## src/rtl/pulse_sync_gen.sv

```systemverilog
module pulse_sync_gen #(
  parameter int NCH      = 24,
  parameter int CODE_W   = 12,
  parameter int CNT_W    = 26,
  parameter int WMUL     = 31,
  parameter int WID_MIN  = 5000,
  parameter int PER_MIN  = 1000000,
  parameter int PER_MAX  = 50000000,
  parameter int PER_STEP = 11966
) (
  input  logic                     clk,
  input  logic                     rst,
  input  logic [CODE_W-1:0]        width_code,
  input  logic [CODE_W-1:0]        period_code,
  input  logic [NCH*CODE_W-1:0]    cur_codes,
  output logic [NCH-1:0]           drive,
  output logic                     period_strobe
);
  localparam int AW = CNT_W + CODE_W + 1;
  localparam logic [CODE_W-1:0] FULL = '1;

  logic [CNT_W-1:0] cnt, per_q, wid_q;
  logic [CNT_W-1:0] per_new, wid_new, cnt_nxt, per_nxt, wid_nxt;
  logic [AW-1:0]    per_raw, wid_raw;
  logic [NCH-1:0]   oc;
  logic             wrap, in_pulse;

  assign per_raw = AW'(PER_MIN) + AW'(period_code) * AW'(PER_STEP);
  assign per_new = (per_raw > AW'(PER_MAX)) ? CNT_W'(PER_MAX) : per_raw[CNT_W-1:0];
  assign wid_raw = AW'(width_code) * AW'(WMUL);

  always_comb begin
    if (wid_raw < AW'(WID_MIN))       wid_new = CNT_W'(WID_MIN);
    else if (wid_raw >= AW'(per_new)) wid_new = per_new - CNT_W'(1);
    else                              wid_new = wid_raw[CNT_W-1:0];
  end

  assign wrap     = (cnt == per_q - CNT_W'(1));
  assign cnt_nxt  = wrap ? '0 : cnt + CNT_W'(1);
  assign per_nxt  = wrap ? per_new : per_q;
  assign wid_nxt  = wrap ? wid_new : wid_q;
  assign in_pulse = (cnt_nxt < wid_nxt);

  for (genvar i = 0; i < NCH; i++) begin : g_oc
    assign oc[i] = (cur_codes[i*CODE_W +: CODE_W] == FULL);
  end

  always_ff @(posedge clk) begin
    if (rst) begin
      cnt           <= '0;
      per_q         <= per_new;
      wid_q         <= wid_new;
      drive         <= '0;
      period_strobe <= 1'b0;
    end else begin
      cnt           <= cnt_nxt;
      per_q         <= per_nxt;
      wid_q         <= wid_nxt;
      drive         <= {NCH{in_pulse}} & ~oc;
      period_strobe <= wrap;
    end
  end
endmodule

```

## config.mk

```make
export PLATFORM = sky130hd
export DESIGN_NAME = pulse_sync_gen
export DESIGN_NICKNAME = d
export VERILOG_FILES = /design/src/rtl/pulse_sync_gen.sv
export SDC_FILE = /design/constraint.sdc
export NUM_CORES = 1
export LEC_CHECK = 0
export BUFFER_PORTS_ARGS = -buffer_cell sky130_fd_sc_hd__buf_2
export CAP_MARGIN = 5
export CELL_PAD_IN_SITES_DETAIL_PLACEMENT = 0
export CELL_PAD_IN_SITES_GLOBAL_PLACEMENT = 1
export CORE_MARGIN = 2
export CORE_UTILIZATION = 30
export CTS_CLUSTER_SIZE = 24
export DETAILED_ROUTE_END_ITERATION = 12
export PLACE_DENSITY_LB_ADDON = 0.1
export SETUP_SLACK_MARGIN = 0.1
export SYNTH_ARGS = -nofsm -noshare
export SYNTH_HDL_FRONTEND = slang
export SYNTH_SLANG_ARGS = --single-unit
```

## constraint.sdc

```tcl
create_clock -name clk -period 21.4 [get_ports clk]
set_input_delay 2.14 -clock clk [delete_from_list [all_inputs] [get_ports clk]]
set_output_delay 2.14 -clock clk [all_outputs]
set_load 0.01 [all_outputs]
```

==> results.json, run 1 <==
{
  "hp-class": "register to register",
  "start_util_pct": 30.31,
  "nets": 2198,
  "layout_common_cells": "buf_2 (338), inv_1 (154), ha_1 (128)",
  "postRouteAntennaNets": 0,
  "cts-hold-fix-buffers": 0,
  "drt-vias-per-instance": 4.928,
  "die_x_um": 201.4,
  "synth_nets": 1878,
  "grt_pass1_vias": 10950,
  "grt_pass1_wl_um": 60800,
  "skew_ns": 0.01340,
  "synth_cells": 1346,
  "drv_slew": 0,
  "h-tree-depth": 3,
  "port_buffers": 338,
  "power.internal_uw": 1212,
  "cts-root-buf": "clkbuf_16",
  "r2r_setup_slack_ns": 14.38,
  "cpMaxStageDelayCell": "fa_1",
  "clock_power_share_pct": 6.6,
  "slowest_delay_ns": 0.63,
  "synth.distinct_cells": 79,
  "setup_tns_ns": 0,
  "hold_viol_final": 0,
  "hpwl_um": 34210,
  "area_growth_pct": 21.48,
  "drive_above_1_share_pct": 22.62,
  "post-place-ws_ns": 11.75,
  "drt_iter0_drc": 465,
  "status": "completed",
  "grt_use_total_pct": 19.06,
  "cts_tree": "yes",
  "combPwrFrac_pct": 79.6,
  "dieHeight_um": 201.4,
  "setup_viol_count_final": 0,
  "post_cts_buffers": 0,
  "ys.flop_type": "dfxtp_1",
  "io_pins": 339,
  "firstDrtPassIters": 7,
  "max_cap_violations": 0,
  "clock-sinks": 102,
  "synth.area.top_cells": "fa_1 (15%), ha_1 (14%), dfxtp_1 (13%)",
  "critPathKind": "primary input to register",
  "dpl.cell_count": 2173,
  "worstPathRequired_ns": 21.52,
  "clk_latency_ns": 0.36,
  "core_mm2": 0.03856,
  "holdPathStages": 2,
  "worstMarginPinSlew_ns": 1.188,
  "fin_ws_ns": 12.19,
  "r2r_start": "per_q[9]",
  "power_leakage_uw": 0.006548,
  "crit_top_cell": "fa_1",
  "async_reset_ff_share_pct": 0,
  "grt_antenna_before_repair": 6,
  "pwr-share-seq_pct": 13.9,
  "core.rowCount": 72,
  "yosysTopAreaCellShare_pct": 15.42,
  "synth-edff-count": 25,
  "cp_top_family": "adder cells",
  "grt-ovfl-total": 0,
  "path_cells": "buf_2 -> fa_1 -> inv_1 -> fa_1 -> fa_1 -> inv_1 -> fa_1 -> inv_1 -> fa_1 -> inv_1 -> ha_1 -> and4_1 -> and2_1 -> a221oi_1 -> o21ai_0 -> a211o_1 -> nor4b_1 -> nand3_1 -> mux2i_1 -> nand4_1 -> and3_1",
  "finalWirelength_um": 38920,
  "ys_ff_latch": 102,
  "hold_start": "wid_q[25]",
  "syn_avg_cell_area_um2": 8.682,
  "worstSetupPathDepth": 21,
  "crit_path_start": "period_code[9]",
  "routabilityCongestion": 0.8368,
  "ys_seq_area_share_pct": 19.61,
  "ctsLongestPathBuffers": 2,
  "min_period_ns": 9.212,
  "critPathLaunchType": "primary input",
  "relSlewSlack_pct": 20.09,
  "final_area_mm2": 0.01420,
  "rr_worst_depth": 20,
  "crit_end": "per_q[4]",
  "fin_crit_sh_pct": 43.05,
  "vias": 10810,
  "switchingPower_uw": 1305,
  "post_cts_resized": 0,
  "grt_max_degree": 56,
  "placed_area_mm2": 0.01390,
  "power.density_mw_per_mm2": 177.3,
  "layoutNonFillerInstCount": 2193,
  "synth_warnings": 0,
  "die_area_mm2": 0.04055,
  "syn_area_mm2": 0.01169,
  "post_drt_wl_per_cell_um": 17.75,
  "ir_drop_v": 0.0001200,
  "critical_path_arrival_ns": 9.33,
  "rsz0062_at_grt": "no",
  "cts.clk_slew.worst_paths_ns": 0.08,
  "p_sw_share_pct": 51.83,
  "rr_endpoint": "drive[7]",
  "cts_buffers": 9,
  "synth_area_leader_cell": "fa_1",
  "crit_fanout": 17,
  "worstPathBufferInverterCount": 5,
  "clock.fmax_mhz": 108.6,
  "final_common_cell": "buf_2",
  "cp-end-kind": "register",
  "drcViolationCount": 0
}
stage by stage:
| step | utilization (%) | power [µW] | hold slack (ns) |
|---|---|---|---|
| after floorplan | - | 1899 | 0.4086 |
| after global placement | 36.05 | 2357 | 0.4209 |
| after detailed placement | 36.05 | 2361 | 0.4194 |
| after CTS | 36.79 | 2539 | 0.4316 |
| after global routing | 36.81 | 2813 | 0.4747 |
| final | 36.82 | 2517 | 0.4296 |
logic make-up (layout without fill, tap and decap cells):
group	after synthesis	in the layout	synth area share, %
mux	28	28	2.537
simple gates	502	502	22.77
compound gates	214	214	12.60
fa+ha+maj	218	218	29.12
flops	102	102	19.61
xor+xnor	92	92	6.895
other cells	0	4	0
buf+inv	190	515	6.456
power by group through the flow:
stage	clock (µW)	combinational (µW)	sequential, µW
2_1_floorplan	0	1560	340
5_1_grt	180	2280	356
4_1_cts	172	2020	349
6_report	166	2000	349
3_5_place_dp	0	2010	353
3_3_place_gp	0	2000	352
routing by layer:
layer	routed length [µm]	global-route usage [%]	part of all wire (%)	vias up
li1	-	-	-	5457
met1	17940	25.21	46	5082
met2	18840	33.13	48	237
met3	1363	2.073	3.5	30
met4	766	4.727	2.0	2
met5	13	0	0.033	-
cell usage after synthesis, types with 11 or more instances:
master    number
nand4_1       96
o21ai_0       41
nor2_1       119
nand3_1       36
xnor2_1       50
mux2_1        12
a211oi_1      15
nor4_1        11
mux2i_1       15
ha_1         128
or3_1         11
fa_1          90
clkbuf_1      23
a21oi_1       43
edfxtp_1      25
and3_1        22
and2_1        22
nor3_1        57
dfxtp_1       77
inv_1        154
a31oi_1       16
xor2_1        42
nand2_1       69
a21o_1        19
worst register-to-register path: stages, from the launching register on:
cell       delay (ns)
edfxtp_1         0.46
or4_1            0.68
nor4_1           0.95
nand4_1          0.37
mux2_2           0.33
mux2i_1          0.07
o22ai_1          0.30
and4b_1          0.73
buf_4            0.41
nor2_1           0.11
ha_1             0.33
a21o_1           0.17
a21o_1           0.16
a21o_1           0.16
a21o_1           0.17
a211o_1          0.28
a21oi_1          0.20
o2111ai_1        0.20
o31ai_1          0.41
a31oi_4          0.21
nor2_1           0.25
how the worst min path moves through the flow:
stage                            to  slack, ns
after CTS                 wid_q[25]       0.43
after global placement    wid_q[25]       0.42
final                     wid_q[25]       0.43
after floorplan           wid_q[25]       0.41
after detailed placement  wid_q[25]       0.42
after global routing      wid_q[25]       0.47
layout make-up:
cell class                      count  area (µm²)
Antenna cell                        4       10.01
Clock buffer                        9       225.2
Clock inverter                      7       62.56
Fill cell                        4181       24360
Inverter                          155       581.8
Multi-Input combinational cell   1054        8640
Sequential cell                   102        2292
Tap cell                          518       648.1
Timing Repair Buffer              344        1737
sequential cells by signal, summed over array words and instances, names as in the netlist:
| register | flops |
|---|---|
| period_strobe | 1 |
| drive | 24 |
| per_q | 25 |
| cnt | 26 |
| wid_q | 26 |
Note: power is estimated with default switching activity, not from simulation.
==> run 2: changes to the inputs <==
==> constraint.sdc (replaced) <==
create_clock -name clk -period 9.3 [get_ports clk]
set_input_delay 0.93 -clock clk [delete_from_list [all_inputs] [get_ports clk]]
set_output_delay 0.93 -clock clk [all_outputs]
set_load 0.01 [all_outputs]
==> run 2 against run 1 <==
Net effect:
- cell count is 0.23% higher
- first-iteration DRC count rose by 18%
- power increased by 130%
- clock-buffer cell count increased by 1
- sequential power is 130% higher
- register-to-register slack worse by 12 ns
- worst setup slack worse by 11 ns
==> results.json, run 2 (same netlist as run 1, synthesis figures left out) <==
{
  "relSlewSlack_pct": 41.98,
  "core.rowCount": 72,
  "core_mm2": 0.03856,
  "grt_max_degree": 63,
  "critPathKind": "primary input to register",
  "drt_iter0_drc": 549,
  "start_util_pct": 30.31,
  "die_x_um": 201.4,
  "hp-class": "register to register",
  "cts.clk_slew.worst_paths_ns": 0.07,
  "post-place-ws_ns": 0.9163,
  "routabilityCongestion": 0.8882,
  "power.density_mw_per_mm2": 412.8,
  "drv_slew": 0,
  "final_common_cell": "buf_2",
  "post_cts_buffers": 0,
  "port_buffers": 338,
  "grt_use_total_pct": 19.12,
  "h-tree-depth": 3,
  "reg_top3": "cnt (26), wid_q (26), per_q (25)",
  "drt-vias-per-instance": 4.968,
  "clock.fmax_mhz": 125.8,
  "nets": 2201,
  "critPathLaunchType": "primary input",
  "dpl.cell_count": 2176,
  "cpMaxStageDelayCell": "fa_1",
  "rsz0062_at_grt": "no",
  "drive_above_1_share_pct": 22.70,
  "cp-end-kind": "register",
  "cp_top_family": "compound AO/OA/AOI/OAI gates",
  "cts_buffers": 9,
  "area_growth_pct": 21.77,
  "status": "completed",
  "register_area_mm2": 0.002292,
  "finalWirelength_um": 39180,
  "worstMarginPinSlew_ns": 0.8671,
  "io_pins": 339,
  "post_drt_wl_per_cell_um": 17.83,
  "clock-sinks": 102,
  "vias": 10920,
  "hpwl_um": 34490,
  "dieHeight_um": 201.4,
  "ctsLongestPathBuffers": 2,
  "slowest_delay_ns": 0.57,
  "worstPathRequired_ns": 9.58,
  "grt-ovfl-total": 0,
  "hold_viol_final": 0,
  "grt_antenna_before_repair": 9,
  "clk_latency_ns": 0.36,
  "cts_tree": "yes",
  "postRouteAntennaNets": 0,
  "crit_fanout": 24,
  "firstDrtPassIters": 5,
  "multi_input_area_mm2": 0.008640,
  "die_area_mm2": 0.04055,
  "crit_top_cell": "a21o_1",
  "post_cts_resized": 0,
  "fill_cells": 4157,
  "setup_tns_ns": 0,
  "worstPathBufferInverterCount": 3,
  "ir_drop_v": 0.0003225,
  "layout_common_cells": "buf_2 (338), inv_1 (154), ha_1 (128)",
  "power_leakage_uw": 0.006568,
  "min_period_ns": 7.950,
  "layoutNonFillerInstCount": 2198,
  "cts-hold-fix-buffers": 0,
  "cts-root-buf": "clkbuf_16",
  "critical_path_arrival_ns": 8.23,
  "fin_ws_ns": 1.350,
  "grt_pass1_wl_um": 60220,
  "max_cap_violations": 0,
  "skew_ns": 0.01348,
  "setup_viol_count_final": 0,
  "fin_crit_sh_pct": 85.48,
  "grt_pass1_vias": 10890,
  "drcViolationCount": 0
}
==> run 2: changes by cell type in the layout (fill, tap and decap cells not counted) <==
cell and delta:
clkinv_4 -2, inv_8 -2, bufinv_16 +1, diode_2 +2
inv_4 +2, buf_4 +3, clkbuf_1 +1
==> run 2: path summary, 6_finish.rpt <==
path | startpoint | end | slack, ns | cells after the start
setup / recovery | width_code[0] | drive[18] | 1.35 | 28
setup reg to reg | per_q[9] | drive[18] | 2.74 | 20
hold reg to reg | wid_q[25] | wid_q[25] | 0.43 | 2
hold / removal | wid_q[25] | wid_q[25] | 0.43 | 2
==> run 2: where the power goes <==
group          switching, µW  internal [µW]  total (µW)  leakage (µW)
registers               97.1            705         802      0.000881
logic                   2740           1950        4680       0.00554
clock network            179            211         390      0.000148
==> run 2: layer usage <==
metal	vias to the layer above	routed length, µm	GRT usage [%]
met5	-	27	0
met4	4	1232	6.828
met3	46	1822	3.418
met2	261	18770	32.38
met1	5152	17330	24.39
li1	5456	-	-
==> run 2: layout make-up <==
class	count	share of cell area [%]
diodes	6	0.1055
well taps	518	4.555
clock inverters	6	0.4572
inverters	155	4.089
multi-input cells	1054	60.71
repair buffers	347	12.36
clock buffers	10	1.609
flip-flops and latches	102	16.11
==> run 2: metrics by stage <==
step	hold slack, ns	util (%)	area, µm²	power, µW
after floorplan	0.4086	-	11690	4371
after global placement	0.4176	36.10	13920	5504
after detailed placement	0.4212	36.10	13920	5501
after CTS	0.4313	36.87	14210	5921
after global routing	0.4537	36.91	14230	6564
final	0.4302	36.91	14230	5874
==> run 2: tightest hold or removal path, cell delays in order (launching register included) <==
cell and delay [ns]:
dfxtp_1 0.31, inv_1 0.05, nor2_1 0.03
==> run 3: changes to the inputs <==
==> constraint.sdc (replaced) <==
create_clock -name clk -period 10.02 [get_ports clk]
set_input_delay 1.002 -clock clk [delete_from_list [all_inputs] [get_ports clk]]
set_output_delay 1.002 -clock clk [all_outputs]
set_load 0.01 [all_outputs]
==> run 3 against run 2 <==
Net effect:
- cell count fell by 0.32%
- routed wire length up 0.21%
- worst setup slack gained 0.55 ns
- critical endpoint unchanged
- largest cell class unchanged
- utilization fell by 0.065 points
- first-iteration DRC count fell by 8.2%
- critical path type unchanged
==> results.json, run 3 (same netlist as run 1, synthesis figures left out) <==
{
  "cts.clk_slew.worst_paths_ns": 0.06,
  "hold_viol_final": 0,
  "skew_ns": 0.01238,
  "switchingPower_uw": 2791,
  "finalWirelength_um": 39270,
  "layoutNonFillerInstCount": 2191,
  "vias": 10910,
  "drt-vias-per-instance": 4.978,
  "power_leakage_uw": 0.006554,
  "port_buffers": 338,
  "p_sw_share_pct": 51.72,
  "crit_fanout": 24,
  "combPwrFrac_pct": 79.5,
  "die_x_um": 201.4,
  "drv_slew": 0,
  "status": "completed",
  "power.density_mw_per_mm2": 380.0,
  "io_pins": 339,
  "max_cap_violations": 0,
  "grt_pass1_vias": 10930,
  "relSlewSlack_pct": 24.00,
  "met3_usage_pct": 2.883,
  "nets": 2198,
  "grt_use_total_pct": 19.04,
  "fin_crit_sh_pct": 81.07,
  "firstDrtPassIters": 4,
  "die_area_mm2": 0.04055,
  "critPathKind": "primary input to register",
  "cp_top_family": "compound AO/OA/AOI/OAI gates",
  "ctsLongestPathBuffers": 2,
  "routabilityCongestion": 0.8926,
  "clk_latency_ns": 0.36,
  "grt_antenna_before_repair": 5,
  "dieHeight_um": 201.4,
  "clock_power_share_pct": 6.7,
  "min_period_ns": 8.123,
  "ir_drop_v": 0.0002864,
  "h-tree-depth": 3,
  "setup_viol_count_final": 0,
  "drcViolationCount": 0,
  "grt-busiest-layer": "met2",
  "met1_usage_pct": 24.17,
  "final_common_cell": "buf_2",
  "slowest_delay_ns": 0.57,
  "cts_tree": "yes",
  "hp-class": "register to register",
  "grt_max_degree": 62,
  "clock-sinks": 102,
  "core_mm2": 0.03856,
  "drive_above_1_share_pct": 22.62,
  "postRouteAntennaNets": 0,
  "critPathLaunchType": "primary input",
  "crit_top_cell": "a21o_1",
  "cpMaxStageDelayCell": "fa_1",
  "post_cts_resized": 0,
  "hpwl_um": 34580,
  "reg_top3": "cnt (26), wid_q (26), per_q (25)",
  "worstMarginPinSlew_ns": 1.130,
  "worstPathRequired_ns": 10.30,
  "drt_iter0_drc": 504,
  "setup_tns_ns": 0,
  "met2_usage_pct": 33.69,
  "core.rowCount": 72,
  "fill_cells": 4172,
  "dpl.cell_count": 2173,
  "start_util_pct": 30.31,
  "grt_pass1_wl_um": 60320,
  "cts-hold-fix-buffers": 0,
  "area_growth_pct": 21.55,
  "cts-root-buf": "clkbuf_16",
  "layout_common_cells": "buf_2 (338), inv_1 (154), ha_1 (128)",
  "critical_path_arrival_ns": 8.40,
  "grt-ovfl-total": 0,
  "clock.fmax_mhz": 123.1,
  "worstPathBufferInverterCount": 3,
  "post_cts_buffers": 0,
  "cp-end-kind": "register",
  "pwr-share-seq_pct": 13.8,
  "post_drt_wl_per_cell_um": 17.92,
  "rsz0062_at_grt": "no",
  "cts_buffers": 9,
  "power.internal_uw": 2606
}
## run 3: cell type report
type / instances / area [µm²] / area share, %
multi-input cells: 1054 / 8640 / 60.82
flip-flops and latches: 102 / 2292 / 16.14
clock buffers: 11 / 252.7 / 1.779
inverters: 155 / 581.8 / 4.096
well taps: 518 / 648.1 / 4.563
diodes: 2 / 5.005 / 0.03523
repair buffers: 344 / 1737 / 12.23
clock inverters: 5 / 48.80 / 0.3435
## run 3: final timing paths
check	startpoint	to	slack, ns	depth (start not counted)
min	wid_q[25]	wid_q[25]	0.43	2
min reg2reg	wid_q[25]	wid_q[25]	0.43	2
max reg2reg	per_q[9]	drive[18]	3.11	18
max	width_code[0]	drive[18]	1.90	28
## run 3: per-layer routing
metal / up-vias / wire length (µm)
met5: - / 37
met4: 6 / 709
met3: 35 / 1596
met2: 250 / 19370
met1: 5166 / 17550
li1: 5449 / -
## run 3: through the flow
stage / util, % / total power, µW / hold slack (ns) / worst slack, ns / area (µm²)
after global placement: 36.05 / 5049 / 0.4174 / 1.561 / 13900
after global routing: 36.84 / 6044 / 0.4405 / 1.377 / 14200
final: 36.84 / 5397 / 0.4285 / 1.897 / 14200
after detailed placement: 36.05 / 5048 / 0.4196 / 1.492 / 13900
after CTS: 36.83 / 5437 / 0.4291 / 1.851 / 14200
after floorplan: - / 4057 / 0.4086 / 2.624 / 11690
## run 3: tightest hold or removal path: stages, from the launching register on
cell and delay, ns:
dfxtp_1 0.31, inv_1 0.05, nor2_1 0.03
## run 3: power groups by stage
stage	sequential, µW	combinational, µW	clock, µW
global route	757	4900	390
global placement	750	4300	0
floorplan	727	3330	0
CTS	741	4320	374
detailed placement	751	4300	0
finish	742	4290	362
